### src/rtl/prio_pick_pkg.sv
`timescale 1ns/1ps
package prio_pick_pkg;

    localparam int unsigned ID_W   = 16;
    localparam int unsigned PRIO_W = 8;
    localparam int unsigned N_PRIV = 32;
    localparam logic [PRIO_W-1:0] PRIO_IDLE = '1;

    typedef enum logic [1:0] {
        GRP_0   = 2'd0,
        GRP_1S  = 2'd1,
        GRP_1NS = 2'd2
    } grp_e;

    typedef enum logic [1:0] {
        REQ_FULL   = 2'd0,
        REQ_SHARED = 2'd1,
        REQ_LOCAL  = 2'd2,
        REQ_NONE   = 2'd3
    } req_e;

    typedef enum logic [2:0] {
        ST_IDLE,
        ST_CLEAR,
        ST_SH,
        ST_PV,
        ST_MSG,
        ST_CHECK,
        ST_DONE
    } state_e;

    typedef struct packed {
        logic [ID_W-1:0]   id;
        logic [PRIO_W-1:0] prio;
        grp_e              grp;
    } entry_t;

    typedef struct packed {
        logic   hit;
        entry_t ent;
    } cand_t;

    localparam entry_t ENT_NONE = '{id: '1, prio: PRIO_IDLE, grp: GRP_0};

    // Candidate c takes precedence over recorded b (equal entries count too).
    function automatic logic beats(entry_t c, entry_t b);
        return (c.prio < b.prio) || ((c.prio == b.prio) && (c.id <= b.id));
    endfunction

    function automatic grp_e grp_of(logic g, logic m, logic sec_dis);
        if (g)
            return GRP_1NS;
        else if (m && !sec_dis)
            return GRP_1S;
        else
            return GRP_0;
    endfunction

endpackage

### src/rtl/pp_cand.sv
`timescale 1ns/1ps
module pp_cand
    import prio_pick_pkg::*;
#(
    parameter int unsigned NUM_SHARED = 32,
    localparam int unsigned NUM_IDS   = N_PRIV + NUM_SHARED,
    localparam int unsigned IXW       = $clog2(NUM_IDS),
    localparam int unsigned CW        = IXW + 1
) (
    input  logic [CW-1:0]             idx_i,
    input  logic                      msg_phase_i,
    input  logic [NUM_IDS-1:0]        elig_i,
    input  logic [NUM_SHARED-1:0]     route_ok_i,
    input  logic [NUM_IDS*PRIO_W-1:0] prio_i,
    input  logic [NUM_IDS-1:0]        grp_i,
    input  logic [NUM_IDS-1:0]        gmod_i,
    input  logic                      sec_dis_i,
    input  logic                      msg_lcl_en_i,
    input  logic                      msg_glb_en_i,
    input  logic                      g1ns_en_i,
    input  logic [ID_W-1:0]           msg_id_i,
    input  logic [PRIO_W-1:0]         msg_prio_i,
    input  logic [1:0]                msg_grp_i,
    output cand_t                     cand_o
);

    logic [PRIO_W-1:0] prio_arr [NUM_IDS];
    grp_e              grp_arr  [NUM_IDS];
    logic [NUM_IDS-1:0] routed;

    // Private IDs always route to this processor; shared IDs use their bit.
    assign routed = {route_ok_i, {N_PRIV{1'b1}}};

    for (genvar g = 0; g < NUM_IDS; g++) begin : g_unpack
        assign prio_arr[g] = prio_i[g*PRIO_W +: PRIO_W];
        assign grp_arr[g]  = grp_of(grp_i[g], gmod_i[g], sec_dis_i);
    end

    logic [IXW-1:0] ix;
    logic           in_rng;
    logic           msg_ok;

    assign ix     = idx_i[IXW-1:0];
    assign in_rng = idx_i < CW'(NUM_IDS);
    assign msg_ok = msg_lcl_en_i && msg_glb_en_i && g1ns_en_i &&
                    (msg_prio_i != PRIO_IDLE);

    always_comb begin
        if (msg_phase_i) begin
            cand_o.hit      = msg_ok;
            cand_o.ent.id   = msg_id_i;
            cand_o.ent.prio = msg_prio_i;
            cand_o.ent.grp  = grp_e'(msg_grp_i);
        end else begin
            cand_o.hit      = in_rng && elig_i[ix] && routed[ix] &&
                              (prio_arr[ix] != PRIO_IDLE);
            cand_o.ent.id   = ID_W'(idx_i);
            cand_o.ent.prio = prio_arr[ix];
            cand_o.ent.grp  = grp_arr[ix];
        end
    end

endmodule

### src/rtl/pp_ctrl.sv
`timescale 1ns/1ps
module pp_ctrl
    import prio_pick_pkg::*;
#(
    parameter int unsigned NUM_SHARED = 32,
    parameter int unsigned MSG_BASE   = 8192,
    localparam int unsigned NUM_IDS   = N_PRIV + NUM_SHARED,
    localparam int unsigned CW        = $clog2(NUM_IDS) + 1,
    localparam int unsigned XW        = ID_W + 1
) (
    input  logic            clk,
    input  logic            rst,
    input  logic            req_i,
    input  logic [1:0]      req_kind_i,
    input  logic [ID_W-1:0] upd_first_i,
    input  logic [ID_W-1:0] upd_count_i,
    input  entry_t          best_i,
    input  logic            seen_i,
    output logic            start_o,
    output logic            clear_o,
    output logic            scan_o,
    output logic            msg_phase_o,
    output logic            pub_o,
    output logic            busy_o,
    output logic [CW-1:0]   idx_o
);

    state_e        st_q;
    req_e          kind_q;
    logic          full_q;
    logic [CW-1:0] idx_q;
    logic [XW-1:0] lo_q, end_q;

    // Window of a shared-range request, clipped to the shared region.
    logic [XW-1:0] lo_w, sum_w, end_w;
    always_comb begin
        lo_w  = (upd_first_i < ID_W'(N_PRIV)) ? XW'(N_PRIV) : {1'b0, upd_first_i};
        sum_w = {1'b0, upd_first_i} + {1'b0, upd_count_i};
        end_w = (sum_w > XW'(NUM_IDS)) ? XW'(NUM_IDS) : sum_w;
    end

    // Was the old winner inside the region the last sweep covered?
    logic in_zone, fallback;
    always_comb begin
        if (kind_q == REQ_SHARED)
            in_zone = ({1'b0, best_i.id} >= lo_q) && ({1'b0, best_i.id} < end_q);
        else
            in_zone = (best_i.id < ID_W'(N_PRIV)) || (best_i.id >= ID_W'(MSG_BASE));
        fallback = !seen_i && (best_i.prio != PRIO_IDLE) && in_zone;
    end

    assign start_o     = (st_q == ST_IDLE) && req_i && (req_e'(req_kind_i) != REQ_NONE);
    assign clear_o     = (st_q == ST_CLEAR);
    assign scan_o      = (st_q == ST_SH) || (st_q == ST_PV);
    assign msg_phase_o = (st_q == ST_MSG);
    assign pub_o       = (st_q == ST_DONE);
    assign busy_o      = (st_q != ST_IDLE);
    assign idx_o       = idx_q;

    always_ff @(posedge clk) begin
        if (rst) begin
            st_q   <= ST_IDLE;
            kind_q <= REQ_FULL;
            full_q <= 1'b0;
            idx_q  <= '0;
            lo_q   <= '0;
            end_q  <= '0;
        end else begin
            unique case (st_q)
                ST_IDLE: begin
                    if (start_o) begin
                        kind_q <= req_e'(req_kind_i);
                        unique case (req_e'(req_kind_i))
                            REQ_SHARED: begin
                                full_q <= 1'b0;
                                lo_q   <= lo_w;
                                end_q  <= end_w;
                                idx_q  <= lo_w[CW-1:0];
                                st_q   <= (lo_w >= end_w) ? ST_CHECK : ST_SH;
                            end
                            REQ_LOCAL: begin
                                full_q <= 1'b0;
                                idx_q  <= '0;
                                st_q   <= ST_PV;
                            end
                            default: begin
                                full_q <= 1'b1;
                                st_q   <= ST_CLEAR;
                            end
                        endcase
                    end
                end
                ST_CLEAR: begin
                    idx_q <= CW'(N_PRIV);
                    end_q <= XW'(NUM_IDS);
                    st_q  <= ST_SH;
                end
                ST_SH: begin
                    if (XW'(idx_q) == end_q - XW'(1)) begin
                        idx_q <= '0;
                        st_q  <= full_q ? ST_PV : ST_CHECK;
                    end else begin
                        idx_q <= idx_q + CW'(1);
                    end
                end
                ST_PV: begin
                    if (idx_q == CW'(N_PRIV - 1))
                        st_q <= ST_MSG;
                    else
                        idx_q <= idx_q + CW'(1);
                end
                ST_MSG: st_q <= full_q ? ST_DONE : ST_CHECK;
                ST_CHECK: begin
                    if (fallback) begin
                        full_q <= 1'b1;
                        st_q   <= ST_CLEAR;
                    end else begin
                        st_q   <= ST_DONE;
                    end
                end
                ST_DONE: st_q <= ST_IDLE;
                default: st_q <= ST_IDLE;
            endcase
        end
    end

endmodule

### src/rtl/pp_best.sv
`timescale 1ns/1ps
module pp_best
    import prio_pick_pkg::*;
(
    input  logic   clk,
    input  logic   rst,
    input  logic   clear_i,
    input  logic   start_i,
    input  logic   eval_i,
    input  logic   pub_i,
    input  cand_t  cand_i,
    output entry_t best_o,
    output logic   seen_o,
    output entry_t out_o,
    output logic   done_o
);

    entry_t best_q, out_q;
    logic   seen_q, done_q;

    always_ff @(posedge clk) begin
        if (rst) begin
            best_q <= ENT_NONE;
            out_q  <= ENT_NONE;
            seen_q <= 1'b0;
            done_q <= 1'b0;
        end else begin
            done_q <= pub_i;
            if (pub_i)
                out_q <= best_q;
            if (clear_i) begin
                best_q <= ENT_NONE;
                seen_q <= 1'b0;
            end else if (start_i) begin
                seen_q <= 1'b0;
            end else if (eval_i && cand_i.hit && beats(cand_i.ent, best_q)) begin
                best_q <= cand_i.ent;
                seen_q <= 1'b1;
            end
        end
    end

    assign best_o = best_q;
    assign seen_o = seen_q;
    assign out_o  = out_q;
    assign done_o = done_q;

endmodule

### src/rtl/prio_pick.sv
`timescale 1ns/1ps
module prio_pick
    import prio_pick_pkg::*;
#(
    parameter int unsigned NUM_SHARED = 32,
    parameter int unsigned MSG_BASE   = 8192,
    localparam int unsigned NUM_IDS   = N_PRIV + NUM_SHARED,
    localparam int unsigned CW        = $clog2(NUM_IDS) + 1
) (
    input  logic                      clk,
    input  logic                      rst,
    input  logic                      req_i,
    input  logic [1:0]                req_kind_i,
    input  logic [ID_W-1:0]           upd_first_i,
    input  logic [ID_W-1:0]           upd_count_i,
    input  logic [NUM_IDS-1:0]        elig_i,
    input  logic [NUM_SHARED-1:0]     route_ok_i,
    input  logic [NUM_IDS*PRIO_W-1:0] prio_i,
    input  logic [NUM_IDS-1:0]        grp_i,
    input  logic [NUM_IDS-1:0]        gmod_i,
    input  logic                      sec_dis_i,
    input  logic                      msg_lcl_en_i,
    input  logic                      msg_glb_en_i,
    input  logic                      g1ns_en_i,
    input  logic [ID_W-1:0]           msg_id_i,
    input  logic [PRIO_W-1:0]         msg_prio_i,
    input  logic [1:0]                msg_grp_i,
    output logic                      busy_o,
    output logic                      done_o,
    output logic                      valid_o,
    output logic [ID_W-1:0]           best_id_o,
    output logic [PRIO_W-1:0]         best_prio_o,
    output logic [1:0]                best_grp_o
);

    logic          start, clear, scan, msg_phase, pub, seen;
    logic [CW-1:0] idx;
    cand_t         cand;
    entry_t        best, out_ent;

    pp_ctrl #(.NUM_SHARED(NUM_SHARED), .MSG_BASE(MSG_BASE)) u_ctrl (
        .clk         (clk),
        .rst         (rst),
        .req_i       (req_i),
        .req_kind_i  (req_kind_i),
        .upd_first_i (upd_first_i),
        .upd_count_i (upd_count_i),
        .best_i      (best),
        .seen_i      (seen),
        .start_o     (start),
        .clear_o     (clear),
        .scan_o      (scan),
        .msg_phase_o (msg_phase),
        .pub_o       (pub),
        .busy_o      (busy_o),
        .idx_o       (idx)
    );

    pp_cand #(.NUM_SHARED(NUM_SHARED)) u_cand (
        .idx_i        (idx),
        .msg_phase_i  (msg_phase),
        .elig_i       (elig_i),
        .route_ok_i   (route_ok_i),
        .prio_i       (prio_i),
        .grp_i        (grp_i),
        .gmod_i       (gmod_i),
        .sec_dis_i    (sec_dis_i),
        .msg_lcl_en_i (msg_lcl_en_i),
        .msg_glb_en_i (msg_glb_en_i),
        .g1ns_en_i    (g1ns_en_i),
        .msg_id_i     (msg_id_i),
        .msg_prio_i   (msg_prio_i),
        .msg_grp_i    (msg_grp_i),
        .cand_o       (cand)
    );

    pp_best u_best (
        .clk     (clk),
        .rst     (rst),
        .clear_i (clear),
        .start_i (start),
        .eval_i  (scan || msg_phase),
        .pub_i   (pub),
        .cand_i  (cand),
        .best_o  (best),
        .seen_o  (seen),
        .out_o   (out_ent),
        .done_o  (done_o)
    );

    assign valid_o     = (out_ent.prio != PRIO_IDLE);
    assign best_id_o   = out_ent.id;
    assign best_prio_o = out_ent.prio;
    assign best_grp_o  = out_ent.grp;

endmodule

### config.mk
export PLATFORM = sky130hd
export DESIGN_NAME = prio_pick
export DESIGN_NICKNAME = d
export VERILOG_FILES = /design/src/rtl/prio_pick_pkg.sv /design/src/rtl/pp_cand.sv /design/src/rtl/pp_ctrl.sv /design/src/rtl/pp_best.sv /design/src/rtl/prio_pick.sv
export SDC_FILE = /design/constraint.sdc
export NUM_CORES = 1
export LEC_CHECK = 0
export BUFFER_PORTS_ARGS = -buffer_cell sky130_fd_sc_hd__clkbuf_2
export CORE_AREA = 2 2 324 326
export DETAILED_ROUTE_END_ITERATION = 8
export DIE_AREA = 0 0 326 328
export SLEW_MARGIN = 20
export SYNTH_ARGS = -nofsm -noshare
export SYNTH_HDL_FRONTEND = slang
export SYNTH_SLANG_ARGS = --single-unit
### constraint.sdc
create_clock -name clk -period 6.8 [get_ports clk]
set_input_delay 1.36 -clock clk [delete_from_list [all_inputs] [get_ports clk]]
set_output_delay 1.36 -clock clk [all_outputs]
set_load 0.05 [all_outputs]
After elaboration in Yosys (flattened, before gate mapping) --
Cells that the tools add are included.
Operators by class: reductions and logical operators 99, equality and inequality tests 24, mux-type cells 163, bitwise gates (word level) 2, order comparisons 12, add/subtract/negate cells 3
Operator list (count):
- $mux W2 | 67
- $logic_and A1 B1 Y1 | 78
- $mux W1 | 70
- $mux W17 | 3
- $bmux W8 S6 | 1
- $pmux W17 S2 | 1
- $lt A16 B6 Y1 const B | 2
- $ne A8 B8 Y1 const B | 4
- $pmux W7 S4 | 1
- $mux W27 | 1
- $mux W7 | 3
- $mux W3 | 6
- $pmux W3 S6 | 1
- $add A16 B16 Y17 | 1
- $eq A7 B17 Y1 | 1
- $ge A16 B17 Y1 | 1
- $ge A17 B17 Y1 | 1
- $gt A17 B7 Y1 const B | 1
- $lt A16 B17 Y1 | 1
- $sub A17 B1 Y17 const B | 1
- $ge A16 B14 Y1 const B | 1
- $le A16 B16 Y1 | 1
- $mux W16 | 1
- $mux W8 | 2
- 33 further kinds | 53
Storage, ports and cells: logic and storage cells 317, output and inout port bits 29, register bits 101, input bits 803

Depth between registers and ports, before layout --
Gate-level depths: netlist of the first run.
depth after elaboration 13, gate-level depth with buffers 22, mapped depth without buffers 21

Hierarchy --
Synthesis of the first run repeated with hierarchy kept, for this count alone.
Second synthesis, totals: cells, all modules 1551, area, all modules 13774.5 sq um
Modules (own cells, without submodules):
- pp_cand | cells each 655, sequential area each 0.0 sq um, instances 1, area an instance 6490.0 sq um
- pp_ctrl | cells each 601, sequential area each 920.9 sq um, instances 1, area an instance 4553.1 sq um
- pp_best | cells each 291, sequential area each 1081.0 sq um, instances 1, area an instance 2706.3 sq um
- prio_pick | cells each 4, sequential area each 0.0 sq um, instances 1, area an instance 25.0 sq um

Least setup slack after synthesis of the first run --
Ideal clock, no wire load.
kind input port to flip-flop, from in upd_first_i[1], to reg u_ctrl.st_q[1], setup slack 874 ps, arrival 5852 ps, path buffers 0, stages 19, library setup time 74 ps, data required time 6726 ps, cells stage by stage ha_1 a21o_1 a21oi_1 o2111ai_1 a211o_1 a2111o_1 nor4b_1 nand4_1 nor3_1 and2_1 ha_1 nand2b_1 a21o_1 a21o_1 a211oi_1 o211ai_1 a41o_1 or4b_2 a31oi_1
Between the ends: longest elaborated chain between the ends 8, elaborated cells between the ends (all ways) 10, classes of those cells 1 x add/sub; 3 x order compare; 6 x mux
RTL lines:
- from (decl) | line prio_pick.sv:14 | input logic [ID_W-1:0] upd_first_i,
- $add A16 B16 Y17 | line pp_ctrl.sv:38 | sum_w = {1'b0, upd_first_i} + {1'b0, upd_count_i};
- $gt A17 B7 Y1 | line pp_ctrl.sv:39 | end_w = (sum_w > XW'(NUM_IDS)) ? XW'(NUM_IDS) : sum_w;
- $mux W17 | line pp_ctrl.sv:39
- $ge A17 B17 Y1 * | line pp_ctrl.sv:79 | st_q <= (lo_w >= end_w) ? ST_CHECK : ST_SH;
- $mux W3 * | line pp_ctrl.sv:79
- $pmux W3 S2 * | line pp_ctrl.sv:73 | unique case (req_e'(req_kind_i))
- $mux W3 * | line pp_ctrl.sv:71 | if (start_o) begin
- $pmux W3 S6 * | line pp_ctrl.sv:69 | unique case (st_q)
- to (signal assigned) | line pp_ctrl.sv:79
- to (signal assigned) | line pp_ctrl.sv:101 | st_q <= full_q ? ST_PV : ST_CHECK;
- to (signal assigned) | line pp_ctrl.sv:112 | ST_MSG: st_q <= full_q ? ST_DONE : ST_CHECK;
- to (decl) | line pp_ctrl.sv:28 | state_e st_q;
Every way passes the cells marked *; elsewhere a longest branch is shown, timed or not. The select of a mux whose other input is x is not followed. A chain may end at the register's enable or synchronous reset.

Worst setup path after layout of the first run --
Ends and elaborated chain as after synthesis.

==> impl_metrics.ini, run 1 <==
[run_status]
status = finished clean

[routing]
drc_errors = 0
final_antenna_net_count = 0
met2WireLength_mm = 49.8
vias = 16647
first_pass_iters = 5
routed_wl_mm = 108
met3WireLength_mm = 9.49
drt_iter0_markers = 1515
drt-wirelength-per-cell_um = 29.6
top_layer_used = met5
avgViaCountPerCell = 4.57
wl_met1_mm = 44.8

[finish]
stdcell_area_um2 = 19400
layout-drive-gt1-share = 0.484
fin_nets = 3116
num-fill-cells = 11638
syn_to_final_growth_pct = 44.7

[clock_network]
cts.clk_slew.worst_paths_ns = 0.07
root_buffer = clkbuf_16
clk_path_buf_depth = 2
cts-resized-gates = 0
cts_setup_buffers = 0
ctsHtreeMaxLevel = 3
cts_sinks = 100
cts_buffers = 9
hold_buffers = 0
clock_latency_ns = 0.37
cts_tree = built

[pwr]
p_clk_frac = 0.098
power.density_nw_per_um2 = 288
p_int_mw = 2.70
switching_power_mw = 2.87
pwr-share-seq = 0.161
leakage_nw = 8.63
vdd_drop_max_uv = 173
swShare = 0.515
pwr-share-comb = 0.741

[sta]
hold_viol = 0
tightest_slew_ns = 1.11
period_share = 0.882
min_period_ns = 6.00
fmax_mhz = 167
final.setup.tns_ns = 0
maxSlewHeadroom = 0.260
setup_viol = 0
slew_violations = 0
fin_skew_ns = 0.0199
rsz0062_at_grt = false

[floorplan]
die_h_um = 328
initial_core_util = 0.130
pin_count = 832
coreArea_um2 = 103000
die_w_um = 326
die-area_um2 = 107000
rows = 118

[min_path]
hold_depth = 2
holdCritPathClass = reg -> reg
hold_start = u_ctrl.kind_q[1]$_SDFFE_PP0P_
hold_end = u_ctrl.kind_q[1]$_SDFFE_PP0P_

[logic_synthesis]
synth_area_um2 = 13400
synth_top_area_frac = 0.282
yosys_most_used_dff = dfxtp_1
ys_top_cells_by_area = mux4_2 (28%), dfxtp_1 (15%), ha_1 (8.6%), nand2_1 (3.4%), nor2_1 (3.2%)
postSynthAreaPerCell_um2 = 9.18
synthCells = 1459
synth_top_area_cell = mux4_2
yosys_warnings = 0
synthArstFlopShare = 0
synth-edff-count = 0
synth_cell_types = 78
ys_ff_latch = 100
synth_seq_area_share = 0.149

[placed_design]
placed_cell_area_um2 = 19000
dp_hpwl_mm = 96.7
gp_congestion = 0.974
io_buffers = 831

[worst_setup_path]
r2r_end = u_best.best_o[1]$_SDFFE_PP0P_
startpoint_type = input pin
end_kind = flip-flop
cp.arrival_ns = 6.28
cp_max_fo = 5
reg2reg_from = u_ctrl.st_q[0]$_SDFFE_PP0P_
path_class = in -> reg
rrSetupSlack_ns = 1.43
cp.required_ns = 7.08
ff2ff_path_depth = 13

[global_routing]
grt-ovfl-total = 0
track_usage = 0.193
grt_pass1_vias = 16154
antenna_found_initial = 104
grt_pass1_wl_mm = 140
grt_max_degree = 73

[flow_run]
cap_violations = 0
-- cell families (layout without fill, tap and decap cells) --
group | Yosys count | after routing | synth area share
XOR/XNOR | 19 | 19 | 0.0124
adder cells (fa/ha/maj) | 93 | 93 | 0.0874
flip-flops | 100 | 100 | 0.149
multiplexers | 215 | 215 | 0.318
AO/OA/AOI/OAI | 377 | 377 | 0.198
AND/OR/NAND/NOR | 424 | 424 | 0.153
buffers and inverters | 230 | 988 | 0.0814
other | 1 | 46 | 0.000280
-- routing by layer --
| layer | vias up | track usage |
|---|---|---|
| met5 | - | 0 |
| met4 | 56 | 0.0545 |
| met3 | 181 | 0.0551 |
| met2 | 922 | 0.313 |
| met1 | 8203 | 0.249 |
| li1 | 7285 | - |
-- cells in the final DEF, fill, tap and decap left out, drive strengths merged, types with 36 or more instances in the layout --
cell,n
dfxtp,100
buf,36
nor2,114
o211ai,46
diode,37
o21ai,45
nand2,123
inv,109
ha,92
a21oi,77
mux4,168
clkbuf,840
mux2i,38
-- critical path, stage by stage --
cell,delay [ns]
clkbuf_2,0.12
ha_1,0.29
a21o_1,0.15
a21oi_1,0.28
o2111ai_1,0.25
a211o_1,0.33
a2111o_1,0.40
nor4b_1,0.33
nand4_1,0.19
nor3_1,0.22
buf_4,0.18
nand2_1,0.06
ha_1,0.30
a21o_1,0.16
a21o_1,0.18
a211oi_1,0.24
o211ai_1,0.13
a41o_1,0.31
or4b_2,0.62
a31oi_1,0.17
-- synthesized netlist by cell type, types with 13 or more instances --
cell,n
clkbuf_1,64
o21ai_0,45
a32oi_1,19
a221oi_1,13
nand4_1,32
nand2_1,123
nor4_1,14
mux4_2,168
nand3_1,27
ha_1,92
a31oi_1,24
buf_2,31
o211ai_1,46
nor2_1,114
a21oi_1,77
mux2i_1,38
nor3_1,27
o221ai_1,15
nor2b_1,24
inv_1,104
dfxtp_1,100
a21o_1,33
o22ai_1,16
and3_1,19
-- power by group through the flow --
stage	Sequential [mW]	Clock [mW]	Combinational, mW
2_1_floorplan	0.739	0	2.80
3_3_place_gp	0.915	0	4.16
3_5_place_dp	0.918	0	4.20
4_1_cts	0.908	0.557	4.22
5_1_grt	0.919	0.576	4.48
6_report	0.899	0.547	4.13
-- sequential cells by signal, indices dropped and copies added, names as in the netlist --
register,flops
u_ctrl.kind_q,2
u_best.seen_o,1
u_best.best_o,26
u_best.out_o,26
u_ctrl.idx_o,7
u_ctrl.full_q,1
u_ctrl.st_q,3
u_ctrl.end_q,17
u_ctrl.lo_q,16
u_best.done_o,1
-- per-stage QoR --
stage / cells / power [mW] / hold slack [ns] / worst slack (ns) / util
floorplan: 1467 / 3.53 / 0.431 / 0.874 / -
global route: 3620 / 5.97 / 0.468 / 0.467 / 0.187
finish: 3642 / 5.58 / 0.457 / 0.801 / 0.188
CTS: 3605 / 5.69 / 0.455 / 0.846 / 0.187
detailed placement: 3589 / 5.12 / 0.445 / 0.491 / 0.184
global placement: 3589 / 5.08 / 0.440 / 0.453 / 0.184
-- area by class of cell --
class	instances	area (µm²)	area share
Antenna cell	37	92.6	0.00478
Inverter	105	394	0.0203
Clock buffer	9	225	0.0116
Multi-Input combinational cell	1137	10300	0.533
Clock inverter	7	83.8	0.00433
Timing Repair Buffer	867	4500	0.232
Sequential cell	100	2020	0.104
Tap cell	1380	1730	0.0891
-- how the worst max path moves through the flow --
stage	startpoint	end	slack [ns]	depth (start not counted)
floorplan	upd_first_i[1]	u_ctrl.st_q[1]$_SDFFE_PP0P_	0.87	19
global placement	upd_first_i[1]	u_ctrl.st_q[1]$_SDFFE_PP0P_	0.45	20
detailed placement	upd_first_i[1]	u_ctrl.st_q[1]$_SDFFE_PP0P_	0.49	20
CTS	upd_first_i[1]	u_ctrl.st_q[1]$_SDFFE_PP0P_	0.85	20
global route	upd_first_i[1]	u_ctrl.st_q[1]$_SDFFE_PP0P_	0.47	20
finish	upd_first_i[1]	u_ctrl.st_q[1]$_SDFFE_PP0P_	0.80	20
(Power assumes the default switching activity.)
==> run 2, diff against run 1 <==
--- a/config.mk
+++ b/config.mk
@@ -7,6 +7,7 @@
 export LEC_CHECK = 0
 export BUFFER_PORTS_ARGS = -buffer_cell sky130_fd_sc_hd__clkbuf_2
 export CORE_AREA = 2 2 324 326
+export CTS_BUF_LIST = sky130_fd_sc_hd__clkbuf_4
 export DETAILED_ROUTE_END_ITERATION = 8
 export DIE_AREA = 0 0 326 328
 export SLEW_MARGIN = 20
==> run 2 against run 1 <==
Flip-flop and latch count unchanged. Wire length about the same. Die area unchanged. Non-clock buffer count unchanged. Final cell count down 0.16%. Highest routed layer unchanged. Worst hold slack better by 0.0093 ns. Sequential power about the same. Via count up 0.11%. Total power down 3.6%.
==> impl_metrics.ini, run 2 (synthesis gave the netlist of run 1 again) <==
[run_status]
status = finished clean

[worst_setup_path]
startpoint_type = input pin
cp_max_fo = 4
r2r_end = u_best.best_o[1]$_SDFFE_PP0P_
path_class = in -> reg
cp.arrival_ns = 6.27
end_kind = flip-flop
setup.worst_path.start = upd_first_i[1]
timing.critical_path.buf_inv = 1
crit_chain = clkbuf_2, ha_1, a21o_1, a21oi_1, o2111ai_1, a211o_1, a2111o_1, nor4b_1, nand4_1, nor3_1, and2_1, ha_1, nand2b_1, a21o_1, a21o_1, a211oi_1, o211ai_1, a41o_1, or4b_2, a31oi_1
reg2reg_from = u_ctrl.st_q[0]$_SDFFE_PP0P_
max_stage_delay_ns = 0.62
cp.required_ns = 7.23
ff2ff_path_depth = 13
rrSetupSlack_ns = 1.40
cpMostUsedCell = a21o_1
slowest_stage = or4b_2
worst_path_dominant_cell_family = compound AO/OA/AOI/OAI gates

[sta]
fmax_mhz = 171
maxSlewHeadroom = 0.269
slew_violations = 0
fin_skew_ns = 0.0392
rsz0062_at_grt = false
hold_viol = 0
final.setup.tns_ns = 0
finalWorstSetupSlack_ns = 0.963
period_share = 0.858
min_period_ns = 5.84
setup_viol = 0
tightest_slew_ns = 1.10

[clock_network]
cts.clk_slew.worst_paths_ns = 0.16
clk_path_buf_depth = 2
clock_latency_ns = 0.52
cts-resized-gates = 0
cts_tree = built
cts_sinks = 100
cts_setup_buffers = 0
cts_buffers = 9
root_buffer = clkbuf_4
ctsHtreeMaxLevel = 3
hold_buffers = 0

[routing]
avgViaCountPerCell = 4.58
drt-wirelength-per-cell_um = 29.6
vias = 16666
routed_wl_mm = 108
drc_errors = 0
drt_iter0_markers = 1446
final_antenna_net_count = 0
first_pass_iters = 8

[finish]
mostFrequentLayoutCells = clkbuf_2 (831), mux4_2 (168), nand2_1 (123)
utilization = 0.186
syn_to_final_growth_pct = 43.4
layout-drive-gt1-share = 0.484
final_common_cell = clkbuf_2
fin_nets = 3116

[floorplan]
pin_count = 832
die_w_um = 326
die_h_um = 328
initial_core_util = 0.130
rows = 118
coreArea_um2 = 103000
die-area_um2 = 107000

[pwr]
leakage_nw = 8.56
vdd_drop_max_uv = 143
total_power_mw = 5.37
power.density_nw_per_um2 = 280

[placed_design]
dp_slack_ns = 0.491
gp_congestion = 0.974
dp_hpwl_mm = 96.7
io_buffers = 831

[min_path]
holdCritPathClass = reg -> reg
hold_start = u_ctrl.kind_q[1]$_SDFFE_PP0P_
hold_end = u_ctrl.kind_q[1]$_SDFFE_PP0P_
hold_depth = 2

[flow_run]
cap_violations = 0

[global_routing]
track_usage = 0.193
grt_max_degree = 73
grt-ovfl-total = 0
antenna_found_initial = 106
grt_pass1_wl_mm = 140
grt_pass1_vias = 16156
[run 2: how the worst max path moves through the flow]
| stage | to | slack [ns] | cells after the start |
|---|---|---|---|
| floorplan | u_ctrl.st_q[1]$_SDFFE_PP0P_ | 0.87 | 19 |
| global placement | u_ctrl.st_q[1]$_SDFFE_PP0P_ | 0.45 | 20 |
| detailed placement | u_ctrl.st_q[1]$_SDFFE_PP0P_ | 0.49 | 20 |
| CTS | u_ctrl.st_q[1]$_SDFFE_PP0P_ | 1.01 | 20 |
| global route | u_ctrl.st_q[1]$_SDFFE_PP0P_ | 0.63 | 20 |
| finish | u_ctrl.st_q[1]$_SDFFE_PP0P_ | 0.96 | 20 |
[run 2: per-stage QoR]
stage	instance area (µm²)	hold slack, ns	std cells
after global routing	19200	0.479	3621
final	19200	0.466	3636
after CTS	19100	0.465	3605
after detailed placement	19000	0.445	3589
after floorplan	13400	0.431	1467
after global placement	19000	0.440	3589
[run 2: layout make-up]
class	count	area (µm²)
Clock buffer	9	67.6
Sequential cell	100	2020
Timing Repair Buffer	867	4500
Antenna cell	31	77.6
Clock inverter	7	83.8
Tap cell	1380	1730
Multi-Input combinational cell	1137	10300
Fill cell	11666	84000
Inverter	105	394
[run 2: routing by layer]
layer,share of wire,global-route usage,vias to the layer above
met5,0.0030,0,-
met1,0.42,0.247,8212
met3,0.088,0.0573,178
met4,0.032,0.0544,52
met2,0.46,0.313,954
li1,-,-,7270
[run 2: worst register-to-register path, cell delays in order, from the launching register on]
cell and delay (ns):
dfxtp_1 0.55, nor2_1 0.74, and2_1 0.96, nand2_1 0.31, o21ai_0 0.39, ha_1 0.38, o21a_1 0.12, o21a_1 0.17
o211ai_1 0.15, a21oi_1 0.08, o21ai_0 0.29, a22o_1 0.74, a31oi_1 0.22, a211oi_2 0.23
[run 2: power by group]
part	internal [mW]	switching, mW	leakage [nW]
combinational	1.77	2.35	7.66
sequential	0.669	0.232	0.814
clock	0.0929	0.259	0.0826
